## src/rtl/gpio_pkg.sv

```systemverilog
package gpio_pkg;

    localparam int DATA_W       = 32;
    localparam int FIELD_W      = 3;
    localparam int PINS_PER_SEL = 10;

    localparam logic [FIELD_W-1:0] FN_INPUT  = 3'b000;
    localparam logic [FIELD_W-1:0] FN_OUTPUT = 3'b001;

    // word indices of the register groups (byte offset / 4)
    localparam int SEL_BASE_W = 0;
    localparam int SET_BASE_W = 7;
    localparam int CLR_BASE_W = 10;
    localparam int LVL_BASE_W = 13;

    typedef enum logic [2:0] {
        RK_NONE,
        RK_SEL,
        RK_SET,
        RK_CLR,
        RK_LVL
    } reg_kind_e;

    typedef struct packed {
        reg_kind_e  kind;
        logic [2:0] idx;
    } reg_sel_t;

    function automatic int sel_regs(input int n);
        return (n + PINS_PER_SEL - 1) / PINS_PER_SEL;
    endfunction

    function automatic int bank_regs(input int n);
        return (n + DATA_W - 1) / DATA_W;
    endfunction

    function automatic int field_lsb(input int pin);
        return FIELD_W * (pin % PINS_PER_SEL);
    endfunction

endpackage

```

## src/rtl/gpio_addr_dec.sv

```systemverilog
module gpio_addr_dec
    import gpio_pkg::*;
#(
    parameter int NUM_PINS = 54,
    parameter int ADDR_W   = 6
) (
    input  logic [ADDR_W-1:0] addr,
    output reg_sel_t          sel
);
    localparam int N_SEL  = sel_regs(NUM_PINS);
    localparam int N_BANK = bank_regs(NUM_PINS);

    always_comb begin
        int a;
        a        = int'(addr);
        sel.kind = RK_NONE;
        sel.idx  = '0;
        if (a >= SEL_BASE_W && a < SEL_BASE_W + N_SEL) begin
            sel.kind = RK_SEL;
            sel.idx  = 3'(a - SEL_BASE_W);
        end else if (a >= SET_BASE_W && a < SET_BASE_W + N_BANK) begin
            sel.kind = RK_SET;
            sel.idx  = 3'(a - SET_BASE_W);
        end else if (a >= CLR_BASE_W && a < CLR_BASE_W + N_BANK) begin
            sel.kind = RK_CLR;
            sel.idx  = 3'(a - CLR_BASE_W);
        end else if (a >= LVL_BASE_W && a < LVL_BASE_W + N_BANK) begin
            sel.kind = RK_LVL;
            sel.idx  = 3'(a - LVL_BASE_W);
        end
    end

endmodule

```

## src/rtl/gpio_fsel_bank.sv

```systemverilog
module gpio_fsel_bank
    import gpio_pkg::*;
#(
    parameter int NUM_PINS = 54
) (
    input  logic                clk,
    input  logic                rst,
    input  logic                wr_en,
    input  reg_sel_t            sel,
    input  logic [DATA_W-1:0]   wdata,
    output logic [DATA_W-1:0]   rd_word,
    output logic [NUM_PINS-1:0] drive_en
);
    logic [FIELD_W-1:0] code_q [NUM_PINS];
    logic               sel_hit;
    logic               unused_wdata;

    assign sel_hit      = wr_en && (sel.kind == RK_SEL);
    assign unused_wdata = ^wdata;

    always_ff @(posedge clk) begin
        for (int p = 0; p < NUM_PINS; p++) begin
            if (rst) begin
                code_q[p] <= FN_INPUT;
            end else if (sel_hit && int'(sel.idx) == p / PINS_PER_SEL) begin
                code_q[p] <= wdata[field_lsb(p) +: FIELD_W];
            end
        end
    end

    always_comb begin
        rd_word = '0;
        for (int p = 0; p < NUM_PINS; p++) begin
            if (int'(sel.idx) == p / PINS_PER_SEL) begin
                rd_word[field_lsb(p) +: FIELD_W] = code_q[p];
            end
        end
    end

    for (genvar p = 0; p < NUM_PINS; p++) begin : g_pin
        localparam int REG_I = p / PINS_PER_SEL;
        localparam int LSB_I = FIELD_W * (p % PINS_PER_SEL);

        assign drive_en[p] = (code_q[p] == FN_OUTPUT);


        oe_on_write_chk: assert property (@(posedge clk) disable iff (rst)
            (wr_en && sel.kind == RK_SEL && int'(sel.idx) == REG_I)
            |=> (drive_en[p] == ($past(wdata[LSB_I +: FIELD_W]) == FN_OUTPUT)));
    end

endmodule

```

## src/rtl/gpio_out_latch.sv

```systemverilog
module gpio_out_latch
    import gpio_pkg::*;
#(
    parameter int NUM_PINS = 54
) (
    input  logic                clk,
    input  logic                rst,
    input  logic                wr_en,
    input  reg_sel_t            sel,
    input  logic [DATA_W-1:0]   wdata,
    input  logic [NUM_PINS-1:0] drive_en,
    output logic [NUM_PINS-1:0] pin_out
);
    logic [NUM_PINS-1:0] latch_q;
    logic [NUM_PINS-1:0] set_mask;
    logic [NUM_PINS-1:0] clr_mask;

    always_comb begin
        for (int p = 0; p < NUM_PINS; p++) begin
            set_mask[p] = wr_en && sel.kind == RK_SET
                       && int'(sel.idx) == p / DATA_W && wdata[p % DATA_W];
            clr_mask[p] = wr_en && sel.kind == RK_CLR
                       && int'(sel.idx) == p / DATA_W && wdata[p % DATA_W];
        end
    end

    // set and clear never target the same word, so their order is free
    always_ff @(posedge clk) begin
        if (rst) begin
            latch_q <= '0;
        end else begin
            latch_q <= (latch_q | set_mask) & ~clr_mask;
        end
    end

    assign pin_out = latch_q & drive_en;

    for (genvar p = 0; p < NUM_PINS; p++) begin : g_pin
        localparam int BANK_I = p / DATA_W;
        localparam int BIT_I  = p % DATA_W;


        set_one_chk: assert property (@(posedge clk) disable iff (rst)
            (wr_en && sel.kind == RK_SET && int'(sel.idx) == BANK_I && wdata[BIT_I])
            |=> latch_q[p]);


        set_zero_chk: assert property (@(posedge clk) disable iff (rst)
            (wr_en && sel.kind == RK_SET && int'(sel.idx) == BANK_I && !wdata[BIT_I])
            |=> $stable(latch_q[p]));


        clr_one_chk: assert property (@(posedge clk) disable iff (rst)
            (wr_en && sel.kind == RK_CLR && int'(sel.idx) == BANK_I && wdata[BIT_I])
            |=> !latch_q[p]);
    end

endmodule

```

## src/rtl/gpio_in_sync.sv

```systemverilog
module gpio_in_sync #(
    parameter int WIDTH  = 54,
    parameter int STAGES = 2
) (
    input  logic             clk,
    input  logic             rst,
    input  logic [WIDTH-1:0] din,
    output logic [WIDTH-1:0] dout
);
    logic [WIDTH-1:0] stage_q [STAGES];

    always_ff @(posedge clk) begin
        if (rst) begin
            for (int s = 0; s < STAGES; s++) begin
                stage_q[s] <= '0;
            end
        end else begin
            stage_q[0] <= din;
            for (int s = 1; s < STAGES; s++) begin
                stage_q[s] <= stage_q[s-1];
            end
        end
    end

    assign dout = stage_q[STAGES-1];


    sync_first_stage_chk: assert property (@(posedge clk) disable iff (rst)
        1'b1 |=> (stage_q[0] == $past(din)));

endmodule

```

## src/rtl/gpio_setclr_ctrl.sv

```systemverilog
module gpio_setclr_ctrl
    import gpio_pkg::*;
#(
    parameter int NUM_PINS    = 54,
    parameter int ADDR_W      = 6,
    parameter int SYNC_STAGES = 2
) (
    input  logic                clk,
    input  logic                rst,
    input  logic                bus_we,
    input  logic                bus_re,
    input  logic [ADDR_W-1:0]   bus_addr,
    input  logic [DATA_W-1:0]   bus_wdata,
    output logic [DATA_W-1:0]   bus_rdata,
    input  logic [NUM_PINS-1:0] pin_in,
    output logic [NUM_PINS-1:0] pin_out,
    output logic [NUM_PINS-1:0] pin_oe
);
    reg_sel_t            sel;
    logic [DATA_W-1:0]   sel_word;
    logic [DATA_W-1:0]   lvl_word;
    logic [NUM_PINS-1:0] level;
    logic [DATA_W-1:0]   rdata_q;

    gpio_addr_dec #(
        .NUM_PINS (NUM_PINS),
        .ADDR_W   (ADDR_W)
    ) u_dec (
        .addr (bus_addr),
        .sel  (sel)
    );

    gpio_fsel_bank #(
        .NUM_PINS (NUM_PINS)
    ) u_fsel (
        .clk      (clk),
        .rst      (rst),
        .wr_en    (bus_we),
        .sel      (sel),
        .wdata    (bus_wdata),
        .rd_word  (sel_word),
        .drive_en (pin_oe)
    );

    gpio_out_latch #(
        .NUM_PINS (NUM_PINS)
    ) u_latch (
        .clk      (clk),
        .rst      (rst),
        .wr_en    (bus_we),
        .sel      (sel),
        .wdata    (bus_wdata),
        .drive_en (pin_oe),
        .pin_out  (pin_out)
    );

    gpio_in_sync #(
        .WIDTH  (NUM_PINS),
        .STAGES (SYNC_STAGES)
    ) u_sync (
        .clk  (clk),
        .rst  (rst),
        .din  (pin_in),
        .dout (level)
    );

    always_comb begin
        lvl_word = '0;
        for (int p = 0; p < NUM_PINS; p++) begin
            if (int'(sel.idx) == p / DATA_W) begin
                lvl_word[p % DATA_W] = level[p];
            end
        end
    end

    always_ff @(posedge clk) begin
        if (rst) begin
            rdata_q <= '0;
        end else if (bus_re) begin
            case (sel.kind)
                RK_SEL:  rdata_q <= sel_word;
                RK_LVL:  rdata_q <= lvl_word;
                default: rdata_q <= '0;
            endcase
        end
    end

    assign bus_rdata = rdata_q;


    reset_quiet_chk: assert property (@(posedge clk) disable iff (rst)
        $past(rst) |-> (pin_oe == '0 && pin_out == '0 && bus_rdata == '0));


    setclr_read_zero_chk: assert property (@(posedge clk) disable iff (rst)
        (bus_re && (sel.kind == RK_SET || sel.kind == RK_CLR)) |=> (bus_rdata == '0));


    rdata_hold_chk: assert property (@(posedge clk) disable iff (rst)
        !bus_re |=> $stable(bus_rdata));


    unmapped_read_zero_chk: assert property (@(posedge clk) disable iff (rst)
        (bus_re && sel.kind == RK_NONE) |=> (bus_rdata == '0));

endmodule

```

## config.mk

```make
export PLATFORM = sky130hd
export DESIGN_NAME = gpio_setclr_ctrl
export DESIGN_NICKNAME = d
export VERILOG_FILES = /design/src/rtl/gpio_pkg.sv /design/src/rtl/gpio_addr_dec.sv /design/src/rtl/gpio_fsel_bank.sv /design/src/rtl/gpio_out_latch.sv /design/src/rtl/gpio_in_sync.sv /design/src/rtl/gpio_setclr_ctrl.sv
export SDC_FILE = /design/constraint.sdc
export NUM_CORES = 1
export LEC_CHECK = 0
export BUFFER_PORTS_ARGS = -buffer_cell sky130_fd_sc_hd__buf_2
export CAP_MARGIN = 20
export CORE_UTILIZATION = 45
export DETAILED_ROUTE_END_ITERATION = 8
export HOLD_SLACK_MARGIN = 0.12
export MAX_ROUTING_LAYER = met4
export PLACE_DENSITY = 0.65
export SYNTH_ARGS = -nofsm -noshare
export SYNTH_HDL_FRONTEND = slang
export SYNTH_HIERARCHICAL = 1
export SYNTH_SLANG_ARGS = --single-unit
export TNS_END_PERCENT = 50
```

## constraint.sdc

```tcl
create_clock -name clk -period 9.4 [get_ports clk]
set_input_delay 1.41 -clock clk [delete_from_list [all_inputs] [get_ports clk]]
set_output_delay 1.41 -clock clk [all_outputs]
set_load 0.01 [all_outputs]
```

# [Yosys cells after proc, flatten, opt, wreduce, memory -nomap -nowiden]
# Memory sizes are Yosys's and may differ from the RTL's.
# Cells that the tools add are included.
[classes] n_addsub=3 bitwise=60 mux=190 eq_ne=63 n_reduce_logical=125 magnitude_cmp=7
[ops] cell="$mux W3" n=108
[ops] cell="$eq A3 B1 Y1 const B" n=55
[ops] cell="$logic_and A1 B1 Y1" n=124
[ops] cell="$and A54 B54 Y54" n=2
[ops] cell="$mux W54" n=2
[ops] cell="$mux W1" n=75
[ops] cell="$pmux W32 S2" n=1
[ops] cell="$or A1 B1 Y1" n=56
[ops] cell="$not A54 Y54" n=1
[ops] cell="$or A54 B54 Y54" n=1
[ops] cell="$mux W6" n=4
[ops] cell="$lt A6 B4 Y1 const B" n=3
[ops] cell="$eq A3 B3 Y1 const B" n=5
[ops] cell="$ge A6 B4 Y1 const B" n=2
[ops] cell="$eq A3 B2 Y1 const B" n=3
[ops] cell="$ge A6 B3 Y1 const B" n=1
[ops] cell="$lt A6 B3 Y1 const B" n=1
[ops] cell="$sub A3 B3 Y3 const B" n=2
[ops] cell="$logic_not A3 Y1" n=1
[ops] cell="$sub A3 B2 Y3 const B" n=1
[totals] mem_count=2 register_bits=86 wordCells=452 out_inout_bits=140 ram_bits=270
[mem_list] name="u_fsel.code_q" depth=54 width=3 rd=54 rd_ports_with_merged_regs=0 wr=54 line_no="gpio_fsel_bank.sv:14" rtl="logic [FIELD_W-1:0] code_q [NUM_PINS];"
[mem_list] name="u_sync.stage_q" depth=2 width=54 rd=2 rd_ports_with_merged_regs=0 wr=2 line_no="gpio_in_sync.sv:10" rtl="logic [WIDTH-1:0] stage_q [STAGES];"

# [Depth between registers and ports, before layout]
# Gate-level depths: netlist of the first run.
[logic_depth] depth_word=14 mapped_depth=15

# [Modules after synthesis]
# The synthesis of the first run kept the hierarchy.
[by_module_without_submodules] mod="gpio_fsel_bank" area_per_inst_um2=7912.6 cells_per_inst=600 instances=1
[by_module_without_submodules] mod="gpio_in_sync" area_per_inst_um2=3353.2 cells_per_inst=282 instances=1
[by_module_without_submodules] mod="gpio_out_latch" area_per_inst_um2=2414.8 cells_per_inst=248 instances=1
[by_module_without_submodules] mod="gpio_setclr_ctrl" area_per_inst_um2=1789.2 cells_per_inst=208 instances=1
[by_module_without_submodules] mod="gpio_addr_dec" area_per_inst_um2=296.5 cells_per_inst=43 instances=1

# [Worst setup path after synthesis of the first run]
# No wires, ideal clock.
[synth_path] path_type="input-to-reg" from="in bus_addr[1]" to="mem u_fsel.code_q[20][0], enable pin" setup_ns=0.463 cell_stages=11 setup_slack_ns=2.991 n_path_buf=3 required_ns=8.937 arrival_time_ns=5.946 path_cell_list="buf_6 > inv_1 > ha_1 > or4b_4 > a211oi_2 > a31oi_1 > a21oi_1 > nand2b_1 > clkbuf_1 > clkbuf_1 > o31ai_1"
[synth_rtl] item="from (decl)" line_no="gpio_setclr_ctrl.sv:12" rtl="input logic [ADDR_W-1:0] bus_addr,"
[synth_rtl] item="to (decl)" line_no="gpio_fsel_bank.sv:14"

==> results.md, run 1 <==
- maximum count of clock buffers along a single path: 3
- pin count of the biggest net entering global routing: 113
- overall power of the completed layout: 3561 uW
- capturing point of the worst reg2reg path: bus_rdata[9]
- TritonRoute pass-1 iters: 5
- weighted congestion reported at the end of routability-driven placement: 0.8997
- power density relative to cell area: 195.5 nW/um^2
- Detailed Route WL: 44.36 mm
- core box area: 34540 sq um
- count of flip-flops with a built-in enable after synthesis: 162
- cell type with the highest aggregate area in the netlist: sky130_fd_sc_hd__edfxtp_1
- wire length per cell: 22.09 um
- primary flip-flop cell chosen by synthesis mapping: sky130_fd_sc_hd__dfxtp_1
- GR Overflow Total: 0
- insertion delay to the later sink of the worst-skew pair: 0.52 ns
- share of the clock period used by the worst path: 57.76%
- chip width: 189.2 um
- post-layout util: 52.73%
- endpoint of the worst setup timing path: u_fsel/code_q[25][1]
- IR Drop Worst-Case VDD: 0.1112 mV
- Layout Area Growth over Synthesis: 15.53%
- layer with the highest usage after global routing: met2
- area of the die: 35790 sq um
- final total negative setup slack: 0 ns
- vertical die dimension: 189.2 um
- most common library cell in the layout ignoring fill and taps: sky130_fd_sc_hd__buf_2
- Max Fanout on Critical Path: 71
- residual antenna-violating net count after detailed routing: 0
- root buffer cell: sky130_fd_sc_hd__clkbuf_16
- maximum frequency from static timing analysis: 0.1842 GHz
- arrival time at the worst endpoint: 5.81 ns
- required arrival time at the worst endpoint: 9.78 ns
- Max Slew Vio Count: 0
- met2 global-route usage: 41.52%
- Setup Crit Path Kind: in2reg
- number of unique standard cell types used by synthesis: 67
- number of standard cells after synthesis: 1381
- worst r2r src: u_fsel/code_q[13][0]
- fraction of layout instances using a drive strength above 1: 23.58%
- unrepaired setup endpoints after global routing: no
- slowest stage delay, CP: 0.82 ns
- global router's overall resource usage: 25.22%
- crit path time final: 5.430 ns
- routed via count divided by cell count: 5.641
- first-pass GRT wire length: 65.83 mm
- startpoint class of the critical path: primary input
- synthesized area per cell: 11.42 sq um
- YS warnings: 6
- cell repeated most along the worst path: sky130_fd_sc_hd__buf_4
- iteration-0 DRC count of the detailed router: 918
- count of fill cells added during filler insertion: 3157
- async set or reset register ratio after synthesis: 0%
- leading cell types by total area after synthesis: sky130_fd_sc_hd__edfxtp_1 31%, sky130_fd_sc_hd__dfxtp_1 25%, sky130_fd_sc_hd__and2_1 8.7%, sky130_fd_sc_hd__nor2b_1 4.1%, sky130_fd_sc_hd__buf_4 3.1%
- master of the slowest instance on the critical path: sky130_fd_sc_hd__nor4_2
- run status: finished, final reports clean
- leak pwr: 0.006941 uW
- met1 Use GR: 32.88%
- ordered list of cells on the worst path: buf_2 > inv_1 > ha_1 > or4b_4 > a211oi_2 > a31oi_1 > a21oi_4 > buf_4 > nand2b_1 > nor4_2 > buf_4 > and2_1
- CP startpoint: bus_addr[1]
- count of final setup violators: 0
- top cell type's share of synthesized area: 30.85%
- HP Class: reg2reg
- CTS tree: built
- Max-slew headroom: 33.88%
- total clock buffers created by CTS: 38
- number of failing hold endpoints at the final stage: 0
- CTS clock-pin slew for the worst setup and hold paths: 0.06 ns
- register-to-register path setup slack: 7.91 ns
- number of global-route vias before repair: 10930
- worst reg-to-reg path cell count: 5
- DR vias: 11330
- Worst-Margin Slew: 0.9919 ns
- number of antenna violations at the first check in global routing: 2
- Final #Nets: 1622
- initial core utilization: 45.64%
- # H-tree levels: 2
- share of synthesized area occupied by flip-flops and latches: 55.49%
- Row Count: 68
- post-detailed-placement half-perimeter wirelength: 29.80 mm
- most frequent cells in the layout: 235 x sky130_fd_sc_hd__buf_2, 218 x sky130_fd_sc_hd__and2_1, 194 x sky130_fd_sc_hd__dfxtp_1, 162 x sky130_fd_sc_hd__edfxtp_1, 102 x sky130_fd_sc_hd__nor2b_1
- nature of the critical path endpoint: flip-flop
- post-synthesis instance area: 15770 sq um
- Top-Level Pins: 236
- count of state elements after synthesis: 356
- clock sink total: 356
- number of buffers inserted to repair setup after CTS: 0
- DRC violation count after routing: 0
- count of buffers from port buffering: 235
- routing usage on met3: 3.559%
- # Max-Cap Violations: 0
- CTS Hold Buffers Added: 0
- CTS resizes: 0
- maximum clock skew at final layout: 0.01878 ns
metal layers:
| metal | part of all wire [%] | vias up |
|---|---|---|
| li1 | - | 5256 |
| met1 | 43 | 5546 |
| met2 | 48 | 469 |
| met3 | 6.6 | 56 |
| met4 | 2.0 | 0 |
| met5 | 0 | - |
cells by family after synthesis:
group | Yosys count | share of synthesized area [%]
compound gates | 281 | 13.27
mux | 68 | 4.515
buf+inv | 176 | 6.634
fa+ha+maj | 4 | 0.3174
flops | 356 | 55.49
other cells | 1 | 0.02378
simple gates | 495 | 19.75
worst min-delay path by stage:
stage	slack, ns	to	startpoint	cells past startpoint
global placement	0.43	u_sync/stage_q[0][101]	u_sync/stage_q[0][47]	1
CTS	0.42	u_sync/stage_q[0][73]	u_sync/stage_q[0][19]	1
detailed placement	0.42	u_sync/stage_q[0][61]	u_sync/stage_q[0][7]	1
finish	0.43	u_sync/stage_q[0][73]	u_sync/stage_q[0][19]	1
floorplan	0.41	u_sync/stage_q[0][101]	u_sync/stage_q[0][47]	1
global route	0.44	u_sync/stage_q[0][70]	u_sync/stage_q[0][16]	1
cell type report:
type,instances,area [sq um],share of cell area (%)
Multi-Input combinational cell,850,6075,33.35
Timing Repair Buffer,264,1475,8.099
Clock inverter,18,202.7,1.113
Antenna cell,1,2.502,0.01374
Clock buffer,52,1097,6.024
Sequential cell,356,8748,48.03
Tap cell,455,569.3,3.125
Inverter,12,45.04,0.2473
power breakdown:
| group | internal, uW | total, uW | switching [uW] |
|---|---|---|---|
| Clock | 932 | 1530 | 603 |
| Combinational | 108 | 301 | 194 |
| Sequential | 1690 | 1720 | 35.7 |
| Total | 2730 | 3560 | 832 |
registers in the layout, summed over array words and instances, names as in the netlist:
register and count:
u_latch/latch_q 54, u_fsel/code_q 162, bus_rdata 32, u_sync/stage_q 108
through the flow:
| step | std cells | worst slack, ns | hold WS (ns) | area (sq um) |
|---|---|---|---|---|
| global route | 2008 | 3.696 | 0.4415 | 18220 |
| detailed placement | 1931 | 3.558 | 0.4218 | 16790 |
| global placement | 1931 | 3.716 | 0.4255 | 16790 |
| floorplan | 1382 | 2.991 | 0.4138 | 15770 |
| CTS | 2001 | 4.091 | 0.4239 | 18090 |
| finish | 2008 | 3.970 | 0.4259 | 18220 |
synthesized netlist by cell type (2+ instances only):
library cell                  n
sky130_fd_sc_hd__a2bb2oi_1   15
sky130_fd_sc_hd__mux2_2       6
sky130_fd_sc_hd__a22oi_1      6
sky130_fd_sc_hd__o21bai_1    22
sky130_fd_sc_hd__clkbuf_1    35
sky130_fd_sc_hd__a31oi_1     57
sky130_fd_sc_hd__o211a_1      5
sky130_fd_sc_hd__nand3_1     22
sky130_fd_sc_hd__mux2_1      19
sky130_fd_sc_hd__buf_4       65
sky130_fd_sc_hd__mux2i_1     43
sky130_fd_sc_hd__nand2_1     35
sky130_fd_sc_hd__o21ai_0      5
sky130_fd_sc_hd__buf_2       45
sky130_fd_sc_hd__nor3_4       2
sky130_fd_sc_hd__dfxtp_1    194
sky130_fd_sc_hd__nand2b_1     2
sky130_fd_sc_hd__nor2b_2     10
sky130_fd_sc_hd__nand4b_1    11
sky130_fd_sc_hd__a311oi_1    20
sky130_fd_sc_hd__nor4_1       2
sky130_fd_sc_hd__and3_1       2
sky130_fd_sc_hd__nor2b_1    103
sky130_fd_sc_hd__ha_1         4
sky130_fd_sc_hd__inv_1       11
sky130_fd_sc_hd__a211oi_1    57
sky130_fd_sc_hd__and2_1     218
sky130_fd_sc_hd__buf_6       11
sky130_fd_sc_hd__clkbuf_2     2
sky130_fd_sc_hd__nand3b_1     2
sky130_fd_sc_hd__nor3b_1     50
sky130_fd_sc_hd__edfxtp_1   162
sky130_fd_sc_hd__buf_1        6
sky130_fd_sc_hd__o22ai_1     29
sky130_fd_sc_hd__o221a_1      4
sky130_fd_sc_hd__a21oi_1     13
sky130_fd_sc_hd__o221ai_1     5
sky130_fd_sc_hd__a41oi_1     22
sky130_fd_sc_hd__or2_1        2
sky130_fd_sc_hd__nor2_1      14
sky130_fd_sc_hd__o221a_2      3
sky130_fd_sc_hd__nor3_1       9
sky130_fd_sc_hd__o2bb2ai_1    7
critical path, delay by kind of cell:
| family | cells | cell delay [ns] |
|---|---|---|
| AO/OA/AOI/OAI | 3 | 0.48 |
| adder cells (fa/ha/maj) | 1 | 0.28 |
| buffers and inverters | 4 | 1.34 |
| AND/OR/NAND/NOR | 4 | 2.28 |
Power figures use the tool's default switching activity.
==> inputs of run 2 (changes only) <==
--- a/config.mk
+++ b/config.mk
@@ -5,6 +5,7 @@
 export SDC_FILE = /design/constraint.sdc
 export NUM_CORES = 1
 export LEC_CHECK = 0
+export ABC_AREA = 1
 export BUFFER_PORTS_ARGS = -buffer_cell sky130_fd_sc_hd__buf_2
 export CAP_MARGIN = 20
 export CORE_UTILIZATION = 45
==> constraint.sdc (replaced) <==
create_clock -name clk -period 5.3 [get_ports clk]
set_input_delay 0.795 -clock clk [delete_from_list [all_inputs] [get_ports clk]]
set_output_delay 0.795 -clock clk [all_outputs]
set_load 0.01 [all_outputs]
==> run 2 against run 1 <==
Against the previous run:
- cell count rose by 37%
- die area rose by 5.7%
- largest cell class unchanged
- non-clock buffer count fell by 5
- clock power rose by 67%
- critical path type unchanged
- core utilization fell by 1.1 points
- worst hold slack got worse by 0.025 ns
- worst setup slack got worse by 2.5 ns
- register-to-register slack got worse by 4.0 ns
- cell area rose by 3.5%
- clock skew fell by 0.0048 ns
==> results.md, run 2 <==
- post-synthesis instance area: 16670 sq um
- global router's overall resource usage: 24.07%
- CTS clock-pin slew for the worst setup and hold paths: 0.06 ns
- arrival time at the worst endpoint: 4.19 ns
- Detailed Route WL: 44.88 mm
- synthesized area per cell: 7.907 sq um
- count of flip-flops with a built-in enable after synthesis: 162
- run status: finished, final reports clean
- wire length per cell: 16.31 um
- primary flip-flop cell chosen by synthesis mapping: sky130_fd_sc_hd__dfxtp_1
- leading cell types by total area after synthesis: sky130_fd_sc_hd__edfxtp_1 29%, sky130_fd_sc_hd__dfxtp_1 23%, sky130_fd_sc_hd__nor2_1 10%, sky130_fd_sc_hd__inv_1 8.7%, sky130_fd_sc_hd__nand2_1 8.4%
- area of the die: 37810 sq um
- number of antenna violations at the first check in global routing: 0
- fraction of layout instances using a drive strength above 1: 16.94%
- number of standard cells after synthesis: 2108
- Post-Place Cell Area: 17620 sq um
- count of fill cells added during filler insertion: 3545
- async set or reset register ratio after synthesis: 0%
- max reg flops: 162
- antenna cells: 0
- share of the clock period used by the worst path: 72.53%
- nature of the critical path endpoint: flip-flop
- cell type with the highest aggregate area in the netlist: sky130_fd_sc_hd__edfxtp_1
- unrepaired setup endpoints after global routing: no
- leading post-synthesis cells by instance count: 461 x sky130_fd_sc_hd__nor2_1, 388 x sky130_fd_sc_hd__inv_1, 374 x sky130_fd_sc_hd__nand2_1
- IR Drop Worst-Case VDD: 0.1975 mV
- post-detailed-placement half-perimeter wirelength: 33.11 mm
- DRC violation count after routing: 0
- clock sink total: 356
- Row Count: 70
- worst slack at placement: 0.9766 ns
- # H-tree levels: 2
- most common cell in the synthesized netlist: sky130_fd_sc_hd__nor2_1
- design area: 18850 sq um
- YS warnings: 6
- leak pwr: 0.009203 uW
- Top-Level Pins: 236
- maximum count of clock buffers along a single path: 3
- TritonRoute pass-1 iters: 5
- final total negative setup slack: 0 ns
- power density relative to cell area: 329.9 nW/um^2
- Worst-Margin Slew: 1.056 ns
- post-layout util: 51.60%
- weighted congestion reported at the end of routability-driven placement: 0.9055
- count of state elements after synthesis: 356
- Max-slew headroom: 29.46%
- largest registers ranked by flip-flop count: u_fsel/code_q x162, u_sync/stage_q x108, u_latch/latch_q x54
- crit path time final: 3.844 ns
- count of final setup violators: 0
- CTS tree: built
- CTS Hold Buffers Added: 0
- residual antenna-violating net count after detailed routing: 0
- core box area: 36520 sq um
- number of buffers inserted to repair setup after CTS: 0
- Setup Crit Path Kind: in2reg
- insertion delay to the later sink of the worst-skew pair: 0.53 ns
- iteration-0 DRC count of the detailed router: 1015
- most frequent cells in the layout: 461 x sky130_fd_sc_hd__nor2_1, 388 x sky130_fd_sc_hd__inv_1, 374 x sky130_fd_sc_hd__nand2_1, 234 x sky130_fd_sc_hd__buf_2, 197 x sky130_fd_sc_hd__nand3_1
- root buffer cell: sky130_fd_sc_hd__clkbuf_16
- top cell type's share of synthesized area: 29.18%
- HP Class: reg2reg
- initial core utilization: 45.64%
- # Max-Cap Violations: 0
- chip width: 194.5 um
- Layout Area Growth over Synthesis: 13.07%
- vertical die dimension: 194.5 um
- startpoint class of the critical path: primary input
- GR Overflow Total: 0
- CTS resizes: 0
- first-pass GRT wire length: 68.62 mm
- number of global-route vias before repair: 12690
- most common library cell in the layout ignoring fill and taps: sky130_fd_sc_hd__nor2_1
- count of buffers from port buffering: 235
- Max Slew Vio Count: 0
- Non-Filler Instances: 2752
- Max Fanout on Critical Path: 14
- Final #Nets: 2358
- maximum clock skew at final layout: 0.01394 ns
- number of placed cells counting well taps: 2686
- required arrival time at the worst endpoint: 5.65 ns
- post-route setup slack: 1.456 ns
- maximum frequency from static timing analysis: 0.2601 GHz
- number of failing hold endpoints at the final stage: 0
- number of unique standard cell types used by synthesis: 33
- total clock buffers created by CTS: 37
- most flop-heavy register: u_fsel/code_q
- pin count of the biggest net entering global routing: 82
- share of synthesized area occupied by flip-flops and latches: 52.48%
- DR vias: 13410
- routed via count divided by cell count: 4.872
==> run 2: cell count changes after synthesis, sizes merged, moves of 25 or more <==
cell,previous run,this run
nand4,1,27
mux2i,43,0
nand2,35,383
o22ai,29,0
inv,12,398
a31oi,57,0
nand3,22,209
nor2b,113,0
and2,218,0
a211oi,58,0
mux2,25,0
nor2,14,473
==> run 2: path summary, 6_finish.rpt <==
| kind | from | end | slack, ns | cells past startpoint |
|---|---|---|---|---|
| setup / recovery | bus_addr[1] | u_fsel/code_q[51][0] | 1.46 | 12 |
| hold / removal | u_sync/stage_q[0][43] | u_sync/stage_q[0][97] | 0.40 | 2 |
| setup reg to reg | u_fsel/code_q[12][0] | bus_rdata[6] | 3.88 | 10 |
| hold reg to reg | u_sync/stage_q[0][43] | u_sync/stage_q[0][97] | 0.40 | 2 |
==> run 2: area by class of cell <==
class | count | area, sq um | area share [%]
tap | 468 | 585.6 | 3.107
inverter | 398 | 1499 | 7.953
sequential | 356 | 8748 | 46.42
timing repair buffer | 259 | 1391 | 7.382
multi-input combinational | 1206 | 5421 | 28.77
clock inverter | 12 | 112.6 | 0.5975
clock buffer | 53 | 1089 | 5.776
==> run 2: power by group <==
| group | switching, uW | total (uW) | internal, uW |
|---|---|---|---|
| combinational | 435 | 614 | 179 |
| clock | 1060 | 2550 | 1490 |
| sequential | 60.5 | 3060 | 3000 |
| total | 1560 | 6220 | 4660 |
==> run 2: cells by family (layout without fill, tap and decap cells) <==
group                      Yosys count  count (layout)  share of synthesized area, %
AOI/OAI and AO/OA                   48              48                         1.959
adders and majority gates            4               4                        0.3003
buffers and inverters              547             722                         15.07
DFF                                356             356                         52.48
other                                1               2                       0.02250
and+or+nand+nor                   1152            1152                         30.17
==> run 2: metrics by stage <==
stage / power, uW / hold WS, ns
after floorplan: 3523 / 0.3883
after global placement: 3719 / 0.3922
after detailed placement: 3731 / 0.3926
after CTS: 6265 / 0.4002
after global routing: 6443 / 0.4083
final: 6218 / 0.4011
==> run 2: metal layers <==
layer | global-route usage, % | part of all wire (%) | up-vias
met5 | - | 0 | -
met4 | 8.172 | 3.2 | 0
met3 | 2.690 | 4.6 | 79
met2 | 42.35 | 51 | 391
met1 | 28.53 | 41 | 6278
li1 | - | - | 6661
==> run 2: worst max-delay path, stage by stage <==
cell                      delay [ns]
sky130_fd_sc_hd__buf_2          0.10
sky130_fd_sc_hd__inv_1          0.11
sky130_fd_sc_hd__ha_1           0.26
sky130_fd_sc_hd__inv_1          0.09
sky130_fd_sc_hd__nor2_1         0.05
sky130_fd_sc_hd__nor3_1         0.60
sky130_fd_sc_hd__a21oi_1        0.13
sky130_fd_sc_hd__o21ai_2        0.27
sky130_fd_sc_hd__inv_2          0.11
sky130_fd_sc_hd__nor3_2         0.72
sky130_fd_sc_hd__nand3_1        0.66
sky130_fd_sc_hd__nor2_1         0.28
